File: src/rtl/mrx_pkg.sv
package mrx_pkg;

  // Strobes from the control FSM to the datapath, valid for one cycle.
  typedef struct packed {
    logic bitStrobe;  // accepted mid-bit transition: emit a bit
    logic bitVal;     // value of that bit
    logic wordEnd;    // silence limit reached: close the word
  } mrx_ctl_t;

endpackage

File: src/rtl/mrx_datapath.sv
module mrx_datapath
  import mrx_pkg::*;
#(
  parameter int SPB         = 16,
  parameter int SYNC_STAGES = 2
) (
  input  logic     clk,
  input  logic     rstN,
  input  logic     lineP,
  input  logic     lineN,
  input  logic     testP,
  input  logic     testN,
  input  logic     selTest,
  input  mrx_ctl_t ctl,
  output logic     edgeSeen,
  output logic     edgeRise,
  output logic     dataOut,
  output logic     clkOut,
  output logic     envelope,
  output logic     pairErr
);

  localparam int HALF = SPB / 2;
  localparam int LW   = $clog2(HALF + 1);

  // lane 0 = true line, lane 1 = complement line
  logic [1:0] pick;
  logic [1:0] tapNew;
  logic [1:0] tapOld;

  assign pick = selTest ? {testN, testP} : {lineN, lineP};

  for (genvar ln = 0; ln < 2; ln++) begin : g_lane
    logic [SYNC_STAGES:0] chain;
    always_ff @(posedge clk or negedge rstN) begin
      if (!rstN) chain <= {(SYNC_STAGES + 1){ln == 1}};
      else       chain <= {chain[SYNC_STAGES-1:0], pick[ln]};
    end
    assign tapNew[ln] = chain[SYNC_STAGES-1];
    assign tapOld[ln] = chain[SYNC_STAGES];
  end

  assign edgeSeen = tapNew[0] ^ tapOld[0];
  assign edgeRise = tapNew[0];

  logic [LW-1:0] lowLeft;

  always_ff @(posedge clk or negedge rstN) begin
    if (!rstN) begin
      dataOut  <= 1'b0;
      clkOut   <= 1'b1;
      lowLeft  <= '0;
      envelope <= 1'b0;
      pairErr  <= 1'b0;
    end else begin
      pairErr <= (tapNew[0] == tapNew[1]);
      if (ctl.bitStrobe) begin
        dataOut <= ctl.bitVal;
        clkOut  <= 1'b0;
        lowLeft <= LW'(HALF - 1);
      end else if (!clkOut) begin
        if (lowLeft == '0) clkOut <= 1'b1;
        else               lowLeft <= lowLeft - LW'(1);
      end
      if (ctl.bitStrobe)    envelope <= 1'b1;
      else if (ctl.wordEnd) envelope <= 1'b0;
    end
  end

  // the clock stays low for more than one cycle after it falls
  a_r4_low_holds: assert property (@(posedge clk) disable iff (!rstN)
    $fell(clkOut) |=> !clkOut) else $error("clkOut low pulse too short");

  // data does not move on the rising clock edge
  a_r4_data_stable: assert property (@(posedge clk) disable iff (!rstN)
    $rose(clkOut) |-> $stable(dataOut)) else $error("dataOut moved on clkOut rise");

  // envelope opens together with the first bit clock
  a_r5_env_first_bit: assert property (@(posedge clk) disable iff (!rstN)
    $rose(envelope) |-> $fell(clkOut)) else $error("envelope rose without a bit");

  // no clock activity outside a word
  a_r6_idle_clock_high: assert property (@(posedge clk) disable iff (!rstN)
    !envelope |-> clkOut) else $error("clkOut low while idle");

endmodule

File: src/rtl/mrx_control.sv
module mrx_control
  import mrx_pkg::*;
#(
  parameter int SPB = 16
) (
  input  logic     clk,
  input  logic     rstN,
  input  logic     edgeSeen,
  input  logic     edgeRise,
  output mrx_ctl_t ctl
);

  localparam int MID_MIN = (SPB * 3) / 4;
  localparam int TIMEOUT = (SPB * 3) / 2;
  localparam int CW      = $clog2(TIMEOUT + 1);
  localparam logic [CW:0]   MID_MIN_X = (CW + 1)'(MID_MIN);
  localparam logic [CW:0]   TIMEOUT_X = (CW + 1)'(TIMEOUT);
  localparam logic [CW-1:0] TIMEOUT_G = CW'(TIMEOUT);

  typedef enum logic {ST_IDLE, ST_RUN} st_t;

  st_t           st;
  logic [CW-1:0] gap;
  logic [CW:0]   gapNext;

  always_comb begin
    gapNext       = {1'b0, gap} + (CW + 1)'(1);
    ctl           = '0;
    ctl.bitVal    = edgeRise;
    if (st == ST_IDLE) begin
      ctl.bitStrobe = edgeSeen;
    end else if (edgeSeen && gapNext >= MID_MIN_X) begin
      ctl.bitStrobe = 1'b1;            // a bit wins over the silence limit
    end else if (gapNext >= TIMEOUT_X) begin
      ctl.wordEnd   = 1'b1;
    end
  end

  always_ff @(posedge clk or negedge rstN) begin
    if (!rstN) begin
      st  <= ST_IDLE;
      gap <= '0;
    end else if (ctl.bitStrobe) begin
      st  <= ST_RUN;
      gap <= '0;
    end else if (ctl.wordEnd) begin
      st  <= ST_IDLE;
      gap <= '0;
    end else if (st == ST_RUN) begin
      gap <= gap + CW'(1);
    end
  end

  // the gap timer never passes the silence limit inside a word
  a_r3_gap_bounded: assert property (@(posedge clk) disable iff (!rstN)
    (st == ST_RUN) |-> (gap < TIMEOUT_G)) else $error("gap counter overran");

  // a silent full window closes the word
  a_r6_timeout_ends: assert property (@(posedge clk) disable iff (!rstN)
    (st == ST_RUN && !edgeSeen && gap == TIMEOUT_G - CW'(1)) |=> (st == ST_IDLE))
    else $error("word not closed after silence");

endmodule

File: src/rtl/mrx_decoder.sv
module mrx_decoder #(
  parameter int SPB         = 16,
  parameter int SYNC_STAGES = 2
) (
  input  logic clk,
  input  logic rstN,
  input  logic lineP,
  input  logic lineN,
  input  logic testP,
  input  logic testN,
  input  logic selTest,
  output logic dataOut,
  output logic clkOut,
  output logic envelope,
  output logic pairErr
);

  mrx_pkg::mrx_ctl_t ctl;
  logic edgeSeen;
  logic edgeRise;

  mrx_datapath #(.SPB(SPB), .SYNC_STAGES(SYNC_STAGES)) u_dp (
    .clk      (clk),
    .rstN     (rstN),
    .lineP    (lineP),
    .lineN    (lineN),
    .testP    (testP),
    .testN    (testN),
    .selTest  (selTest),
    .ctl      (ctl),
    .edgeSeen (edgeSeen),
    .edgeRise (edgeRise),
    .dataOut  (dataOut),
    .clkOut   (clkOut),
    .envelope (envelope),
    .pairErr  (pairErr)
  );

  mrx_control #(.SPB(SPB)) u_ctl (
    .clk      (clk),
    .rstN     (rstN),
    .edgeSeen (edgeSeen),
    .edgeRise (edgeRise),
    .ctl      (ctl)
  );

endmodule

File: config.mk
export PLATFORM = sky130hd
export DESIGN_NAME = mrx_decoder
export DESIGN_NICKNAME = d
export VERILOG_FILES = /design/src/rtl/mrx_pkg.sv /design/src/rtl/mrx_datapath.sv /design/src/rtl/mrx_control.sv /design/src/rtl/mrx_decoder.sv
export SDC_FILE = /design/constraint.sdc
export NUM_CORES = 1
export LEC_CHECK = 0
export BUFFER_PORTS_ARGS = -buffer_cell sky130_fd_sc_hd__buf_4
export CORE_MARGIN = 2
export CORE_UTILIZATION = 45
export DETAILED_ROUTE_END_ITERATION = 12
export GPL_ROUTABILITY_DRIVEN = 0
export MAX_ROUTING_LAYER = met4
export PLACE_DENSITY_LB_ADDON = 0.12
export SYNTH_ARGS = -nofsm -noshare
export SYNTH_HDL_FRONTEND = slang
export SYNTH_SLANG_ARGS = --single-unit
export TNS_END_PERCENT = 10
File: constraint.sdc
create_clock -name clk -period 1.99 [get_ports clk]
set_input_delay 0.0995 -clock clk [delete_from_list [all_inputs] [get_ports clk]]
set_output_delay 0.0995 -clock clk [all_outputs]
set_load 0.05 [all_outputs]
==> results of run 1 <==
==> worst reg2reg max path, cell delays in order (launching register included) <==
cell      delay [ns]
dfrtp_1         0.47
ha_1            0.36
nor2b_2         0.10
a221oi_4        0.39
o21a_4          0.24
o221ai_2        0.11
==> cells in the mapped netlist, types with 2 or more instances <==
cell type / n
mux2_2: 2
ha_1: 3
nand2b_1: 3
xor2_1: 3
nand2_1: 6
dfrtp_1: 15
dfstp_2: 3
inv_1: 5
o221ai_1: 2
o21ai_1: 8
a21oi_1: 4
nor2_1: 3
nand3_1: 4
xnor2_1: 4
==> power groups by stage <==
stage               Clock [uW]  Combinational (uW)  Sequential (uW)
detailed placement           0                 876              671
global route               245                 995              693
floorplan                    0                 662              708
global placement             0                 865              663
finish                     222                 896              665
CTS                        233                 900              662
==> stage by stage <==
step | cell area [sq um] | setup slack (ns) | total power [uW] | utilization | hold slack [ns]
detailed placement | 1090 | 0.2329 | 1547 | 0.5390 | -0.01973
CTS | 1136 | 0.1917 | 1795 | 0.5619 | 0.02234
finish | 1136 | 0.2038 | 1783 | 0.5619 | 0.03692
global placement | 1090 | 0.2842 | 1528 | 0.5390 | -0.01792
floorplan | 989.7 | 0.3636 | 1371 | - | -0.1961
global route | 1136 | 0.05863 | 1933 | 0.5619 | 0.01549
==> layer usage <==
layer | routed length (microns) | up-vias
met5 | 0 | -
met4 | 27 | 0
met3 | 84 | 4
met2 | 847 | 20
met1 | 790 | 341
li1 | - | 356
==> repair_timing <==
action / CTS / global route
hold buffers: 1 / 0
buffers inserted: 0 / 0
endpoints found under the hold margin: 18 / 0
==> cell families after synthesis <==
kind of cell,after synthesis,synth area share
simple gates,26,0.1492
fa+ha+maj,3,0.03793
flops,18,0.4589
buf+inv,7,0.03539
compound gates,26,0.2238
mux,3,0.03287
xor+xnor,7,0.06195
==> registers in the layout, indices dropped and copies added (netlist names) <==
| register | count |
|---|---|
| u_ctl.gap | 5 |
| u_ctl.st | 1 |
| u_dp.clkOut | 1 |
| u_dp.dataOut | 1 |
| u_dp.g_lane.chain | 5 |
| u_dp.lowLeft | 4 |
| u_dp.pairErr | 1 |
==> cell usage in the layout (no fill, tap or decap), drive strengths merged, types with 3 or more instances in the layout <==
| cell | Yosys | layout |
|---|---|---|
| inv | 5 | 5 |
| buf | 1 | 11 |
| xor2 | 3 | 3 |
| nand2 | 6 | 6 |
| nor2 | 3 | 3 |
| dfrtp | 15 | 15 |
| ha | 3 | 3 |
| dfstp | 3 | 3 |
| nand2b | 3 | 3 |
| clkbuf | 1 | 4 |
| xnor2 | 4 | 4 |
| a21oi | 5 | 5 |
| o21ai | 9 | 9 |
| o221ai | 3 | 3 |
| nand3 | 4 | 4 |
==> layout make-up <==
| type | instances | share of cell area |
|---|---|---|
| tap | 27 | 0.02974 |
| multi-input combinational | 65 | 0.4405 |
| clock buffer | 4 | 0.03194 |
| inverter | 5 | 0.01652 |
| timing repair buffer | 12 | 0.08150 |
| sequential | 18 | 0.3998 |
==> worst paths after layout <==
path,endpoint,depth (start not counted)
setup / recovery,u_dp.lowLeft[1],5
hold / removal,u_dp.g_lane[1].chain[0],2
setup reg to reg,u_dp.lowLeft[1],5
max in group asynchronous,u_dp.g_lane[1].chain[0],2
hold reg to reg,u_dp.g_lane[0].chain[1],0
min in group asynchronous,u_ctl.st,2
==> results.toml, run 1 <==
[outcome]
status = "finished, final reports clean"

[worst_setup_path]
cp-start-kind = "flip-flop"
cp_slowest_cell = "dfrtp_1"
path_buf_inv = 0
required_ns = 2.15
crit_family = "compound AO/OA/AOI/OAI gates"
r2r_start = "u_ctl.gap[0]"
cp-startpoint = "u_ctl.gap[0]"
crit_path_max_incr_delay_ns = 0.47
cp_max_fo = 8
critical_path_class = "flip-flop to flip-flop"
critPathArrivalTime_ns = 1.95
regToRegSetupSlack_ns = 0.20
crit_chain = "ha_1 > nor2b_2 > a221oi_4 > o21a_4 > o221ai_2"
critPathCaptureType = "flip-flop"

[cts]
cts_made_buffers = 3
root_buffer = "clkbuf_4"
clkLatencyLatePin_ns = 0.29
clock_sinks = 18
cts_resized = 0
cts_buffer_depth = 2
cts.htree.levels = 1
tritoncts = "yes"
clkSlewWorstSetupHoldPaths_ns = 0.10

[layout]
multi_input_area_sq_um = 500.5
fin_cells = 131
seq_area_sq_um = 454.2
fillCellCount = 171
drive_gt1_frac = 0.2788
areaGrowthSynthToFinish_pct = 14.79
diodes = 0
final_nets = 115

[detailed_routing]
routed_via_density = 5.504
drtPass1Iterations = 4
vias = 721
first_iter_violations = 22
drc_errors = 0
ant_nets = 0
wl_per_cell_microns = 13.36
routed_wl_mm = 1.750

[worst_hold_path]
min_path_type = "primary input to flip-flop"
worstHoldStart = "testN"

[synthesis]
mappedNetlistNets = 100
synth_flop_cell = "dfrtp_1"
yosysSeqAreaShare = 0.4589
synth_top_cell_by_area = "dfrtp_1"
syn_avg_cell_area_sq_um = 11.00
ys_async_sr_fraction = 1.000
synth_top_area_share = 0.3793
yosysWarningCount = 0
synth_area_sq_um = 989.7
synth_cell_types = 39
synth_edf_count = 0
synthesis.instances = 90
synth_area_leaders = "dfrtp_1 (38%), dfstp_2 (8.0%), o21ai_1 (4.0%)"
synth_seq_cells = 18

[sta]
worstMarginPinSlew_ns = 0.4510
hold_viol = 0
fin_setup_tns_ns = 0
post-route-min-period_ns = 1.786
fmax_mhz = 559.9
drv_slew = 0
worst_clock_skew_ns = 0.003176
fin_crit_sh = 0.8976
grt_setup_unrepaired = "false"
relSlewSlack = 0.6972
setup_viol = 0

[grt]
globalRouteMet1Util = 0.2046
grt_pass1_vias = 743
antenna_found_initial = 0
grt_util_met3 = 0.05556
grt_max_degree = 19
track_usage = 0.1717
grt_pass1_wl_mm = 3.208
overflow = 0
grtUsageMet2 = 0.2807
top_usage_layer = "met2"

[power]
leakage_uw = 0.0004623
sw_frac_of_total = 0.4368
seqPwrFrac = 0.373
ir_drop_mv = 0.7494
clkPwrFrac = 0.124
combPwrFrac = 0.503
p_int_uw = 1004
powerDensity_mw_per_mm2 = 1569
switchingPower_uw = 778.6

[die]
die_y_microns = 50.90
fp-row-count = 16
die_area_sq_mm = 0.002590
core_sq_mm = 0.002022
initial_core_util = 0.4895
ios = 11
die_x_microns = 50.90

[place]
dp.cells = 126
hpwlAfterDp_mm = 1.260
io_buffers = 10

[job]
drv_cap = 0
(Power assumes the default switching activity.)
==> inputs of run 2 (changes only) <==
BUFFER_PORTS_ARGS = not set   (was -buffer_cell sky130_fd_sc_hd__buf_4)
DONT_BUFFER_PORTS = 1   (was not set)
==> results.toml, run 2 (synthesized netlist as in run 1, its figures left out) <==
[layout]
final_nets = 110
final_cell_mix = "dfrtp_1 (15), o21ai_1 (8), nand2_1 (6)"
top_regs = "u_ctl.gap: 5 flops, u_dp.g_lane.chain: 5 flops, u_dp.lowLeft: 4 flops"
fin_cells = 126
stdcell_area_sq_mm = 0.001109
drive_gt1_frac = 0.2020
areaGrowthSynthToFinish_pct = 12.01
diodes = 0
final_common_cell = "dfrtp_1"
fillCellCount = 184

[cts]
clkSlewWorstSetupHoldPaths_ns = 0.10
tritoncts = "yes"
root_buffer = "clkbuf_4"
clkLatencyLatePin_ns = 0.29
cts_made_buffers = 3
cts_buffer_depth = 2
clock_sinks = 18
cts.htree.levels = 1

[power]
leakage_uw = 0.0004363
ir_drop_mv = 0.6655
powerDensity_mw_per_mm2 = 1562
sw_frac_of_total = 0.4389
seqPwrFrac = 0.432
switchingPower_uw = 759.7
clkPwrFrac = 0.127
p_int_uw = 971.3
combPwrFrac = 0.441

[worst_setup_path]
required_ns = 2.15
cp-startpoint = "u_ctl.gap[0]"
critical_path_class = "flip-flop to flip-flop"
r2r_start = "u_ctl.gap[0]"
cp_max_fo = 8
critPathCaptureType = "flip-flop"
critPathArrivalTime_ns = 2.00
cp-start-kind = "flip-flop"

[grt]
antenna_found_initial = 0
grt_pass1_vias = 706
grt_max_degree = 19
overflow = 0
track_usage = 0.1643
grt_pass1_wl_mm = 3.111

[die]
fp-row-count = 16
die_x_microns = 50.90
initial_core_util = 0.4895
die_y_microns = 50.90
die_area_sq_mm = 0.002590
core_sq_mm = 0.002022
ios = 11

[detailed_routing]
drc_errors = 0
routed_via_density = 5.643
ant_nets = 0
wl_per_cell_microns = 13.58
routed_wl_mm = 1.711
drtPass1Iterations = 4
first_iter_violations = 14
vias = 711

[job]
drv_cap = 0

[sta]
setup_viol = 0
drv_slew = 0
post-route-min-period_ns = 1.835
grt_setup_unrepaired = "false"
fin_crit_sh = 0.9222
relSlewSlack = 0.4777
worst_clock_skew_ns = 0.003314
fmax_mhz = 544.9
worstMarginPinSlew_ns = 0.7809
hold_viol = 0
timing.final.ws_setup_ns = 0.1548
fin_setup_tns_ns = 0

[place]
hpwlAfterDp_mm = 1.291
dpl_worst_slack_ns = 0.1834
dp.cells = 117
dpl_cell_area_sq_mm = 0.001022
io_buffers = 0

[outcome]
status = "finished, final reports clean"

[worst_hold_path]
min_path_type = "primary input to asynchronous set/reset pin"
run 2: cell types whose count changed in the layout (fill, tap and decap cells not counted):
| cell | before | now |
|---|---|---|
| dlygate4sd3_1 | 1 | 5 |
| buf_4 | 11 | 2 |
run 2: layout make-up:
cell class                 instances  area (sq um)  share of cell area
clock buffer                       4         36.28             0.03273
inverter                           5         18.77             0.01693
multi-input combinational         65         500.5              0.4515
timing repair buffer               7         65.06             0.05869
sequential                        18         454.2              0.4097
tap                               27         33.78             0.03047
run 2: worst paths after layout:
kind	end	slack [ns]	depth (start not counted)
max in group asynchronous	u_dp.g_lane[0].chain[1]	1.18	1
worst min-delay path	u_ctl.gap[4]	0.32	1
worst max register to register	u_dp.lowLeft[1]	0.15	5
worst max-delay path	u_dp.lowLeft[1]	0.15	5
min in group clk	u_dp.g_lane[0].chain[1]	0.36	0
worst min register to register	u_dp.g_lane[0].chain[1]	0.36	0
run 2: routing by layer:
layer	global-route usage	routed length (microns)	vias to the layer above	part of all wire
met1	0.2154	842	340	0.49
met3	0.06433	71	4	0.041
met5	-	0	-	0
met2	0.2478	760	21	0.44
li1	-	-	346	-
met4	0.02703	36	0	0.021
run 2: worst max-delay path: stages, from the launching register on:
cell and delay (ns):
dfrtp_1 0.48, ha_1 0.38, nor2b_2 0.11, a221oi_4 0.41, o21a_4 0.23, o221ai_2 0.10
run 2: through the flow:
step | total power [uW] | utilization | hold slack [ns]
6_report | 1731 | 0.5483 | 0.3241
5_1_grt | 1891 | 0.5483 | 0.3664
4_1_cts | 1751 | 0.5483 | 0.3404
3_5_place_dp | 1507 | 0.5056 | -0.1954
3_3_place_gp | 1486 | 0.5056 | -0.1954
2_1_floorplan | 1371 | - | -0.1961
run 2: repair_timing:
item,CTS,global route
resized for setup,0,0
endpoints found under the hold margin,20,0
hold buffers,5,0
buffers inserted,0,0
setup endpoints to repair,0,0
run 2: power groups by stage:
stage / registers (uW) / clock network [uW] / logic, uW
after floorplan: 708 / 0 / 662
after global placement: 750 / 0 / 736
after detailed placement: 756 / 0 / 750
after CTS: 749 / 230 / 772
after global routing: 778 / 244 / 870
final: 748 / 219 / 764
==> inputs of run 3 (changes only) <==
ABC_AREA = 1   (was not set)
==> results.toml, run 3 <==
[outcome]
status = "finished, final reports clean"

[detailed_routing]
routed_wl_mm = 1.356
wl_met1_microns = 602
drtPass1Iterations = 4
ant_nets = 0
first_iter_violations = 8
top_signal_layer_used = "met4"
drc_errors = 0
vias = 648
routed_via_density = 4.662
wl_met2_microns = 701
wl_per_cell_microns = 9.755
wl_met3_microns = 34

[synthesis]
synthAdderAreaFrac = 0.04208
ys_async_sr_fraction = 1.000
syn_avg_cell_area_sq_um = 8.746
yosys.area_share.simple = 0.3128
synth_area_sq_um = 892.1
synth_common_cells = "nand2_1 (26), dfrtp_1 (15), inv_1 (14), nand3_1 (12), nor2_1 (7)"
synth_cell_types = 20
synthesis.instances = 102
synth_xor_area_frac = 0.01964
synth_top_cell_by_area = "dfrtp_1"
yosysWarningCount = 0
synth_top_area_share = 0.4208
muxShareOfSynthArea = 0.02525
synth_flop_cell = "dfrtp_1"
synthMostInstantiatedCell = "nand2_1"
yosysSeqAreaShare = 0.5091
synth_seq_cells = 18
mappedNetlistNets = 112
synth-compound-area-share = 0.02525
synth_edf_count = 0
synth_top_family_by_area = "simple AND/OR/NAND/NOR gates"
synth_area_leaders = "dfrtp_1 (42%), nand2_1 (11%), dfstp_2 (8.8%)"

[cts]
root_buffer = "clkbuf_4"
clkLatencyLatePin_ns = 0.28
clock_sinks = 18
postCtsSetupRepairBufs = 0
cts.htree.levels = 1
cts_made_buffers = 3
tritoncts = "yes"
cts_buffer_depth = 2
clkSlewWorstSetupHoldPaths_ns = 0.09
cts_resized = 0

[grt]
grt_max_degree = 19
track_usage = 0.1475
antenna_found_initial = 0
grt_pass1_wl_mm = 2.573
grt_pass1_vias = 631
overflow = 0

[sta]
fin_crit_sh = 0.7627
fmax_mhz = 658.9
hold_viol = 0
fin_setup_tns_ns = 0
post-route-min-period_ns = 1.518
drv_slew = 0
hold-worst-slack_ns = 0.3186
grt_setup_unrepaired = "false"
worst_clock_skew_ns = 0.002868
relSlewSlack = 0.4931
worstMarginPinSlew_ns = 0.7578
setup_viol = 0

[place]
io_buffers = 0
hpwlAfterDp_mm = 1.065
dp.cells = 130

[worst_setup_path]
required_ns = 2.17
cp-start-kind = "flip-flop"
cp_max_fo = 6
critPathCaptureType = "flip-flop"
critical_path_class = "flip-flop to flip-flop"
critPathArrivalTime_ns = 1.69

[die]
fp-row-count = 16
die_area_sq_mm = 0.002355
initial_core_util = 0.4642
die_y_microns = 48.53
ios = 11
die_x_microns = 48.53
core_sq_mm = 0.001922

[layout]
seq_area_sq_um = 454.2
final_nets = 123
top_regs = "u_ctl.gap: 5 flops, u_dp.g_lane.chain: 5 flops, u_dp.lowLeft: 4 flops"
diodes = 0
fin_cells = 139
drive_gt1_frac = 0.1786
final_common_cell = "nand2_1"
multi_input_area_sq_um = 379.1
areaGrowthSynthToFinish_pct = 14.31
final_cell_mix = "nand2_1 (26), dfrtp_1 (15), inv_1 (14)"
fillCellCount = 184

[power]
powerDensity_mw_per_mm2 = 1472
ir_drop_mv = 0.7754
power.total_uw = 1501
leakage_uw = 0.0005093

[job]
drv_cap = 0

[worst_hold_path]
min_path_type = "primary input to asynchronous set/reset pin"
[run 3: where the power goes]
group	leakage, uW	total [uW]	switching, uW	internal [uW]
combinational	0.000279	606	375	231
clock	0.0000210	213	101	111
sequential	0.000209	682	182	500
[run 3: kinds of logic (layout without fill, tap and decap cells)]
| logic type | after synthesis | count (layout) |
|---|---|---|
| AOI/OAI and AO/OA | 4 | 4 |
| muxes | 2 | 2 |
| xor gates and xnor gates | 2 | 2 |
| buffers and inverters | 15 | 25 |
| adders and majority gates | 3 | 3 |
| and+or+nand+nor | 58 | 58 |
| DFF | 18 | 18 |
[run 3: final timing paths]
path / slack, ns / to / depth (start not counted) / from
setup / recovery: 0.47 / u_dp.lowLeft[0] / 10 / u_ctl.gap[0]
hold / removal: 0.32 / u_ctl.gap[2] / 1 / rstN
setup reg to reg: 0.47 / u_dp.lowLeft[0] / 10 / u_ctl.gap[0]
hold reg to reg: 0.36 / u_dp.g_lane[1].chain[1] / 0 / u_dp.g_lane[1].chain[0]
max in group asynchronous: 1.20 / u_dp.g_lane[0].chain[0] / 1 / rstN
min in group clk: 0.36 / u_dp.g_lane[1].chain[1] / 0 / u_dp.g_lane[1].chain[0]
[run 3: area by class of cell]
cell class | instances | share of cell area
well taps | 27 | 0.03313
multi-input cells | 69 | 0.3718
flip-flops and latches | 18 | 0.4454
inverters | 15 | 0.05767
repair buffers | 6 | 0.05644
clock buffers | 4 | 0.03558
[run 3: routing by layer]
metal / global-route usage / vias up
met4: 0.07143 / 0
li1: - / 341
met3: 0.03704 / 4
met2: 0.2431 / 10
met5: - / -
met1: 0.1687 / 293
[run 3: timing repair]
action,4_1_cts,5_1_grt
setup endpoints to repair,0,0
hold buffers,5,0
endpoints found under the hold margin,20,0
[run 3: metrics by stage]
step | util | cell area [sq um] | worst slack (ns)
floorplan | - | 892.1 | 0.5902
global placement | 0.4857 | 933.4 | 0.5307
detailed placement | 0.4857 | 933.4 | 0.4771
CTS | 0.5306 | 1020 | 0.4574
global route | 0.5306 | 1020 | 0.3031
finish | 0.5306 | 1020 | 0.4722
[run 3: worst max-delay path, stage by stage, from the launching register on]
cell and delay, ns:
dfrtp_1 0.44, ha_1 0.27, inv_1 0.07, nand2_1 0.05, and2_1 0.14, nand2_1 0.08
nand2_2 0.06, nand2_4 0.09, nand2_4 0.07, inv_4 0.07, o21ai_1 0.06
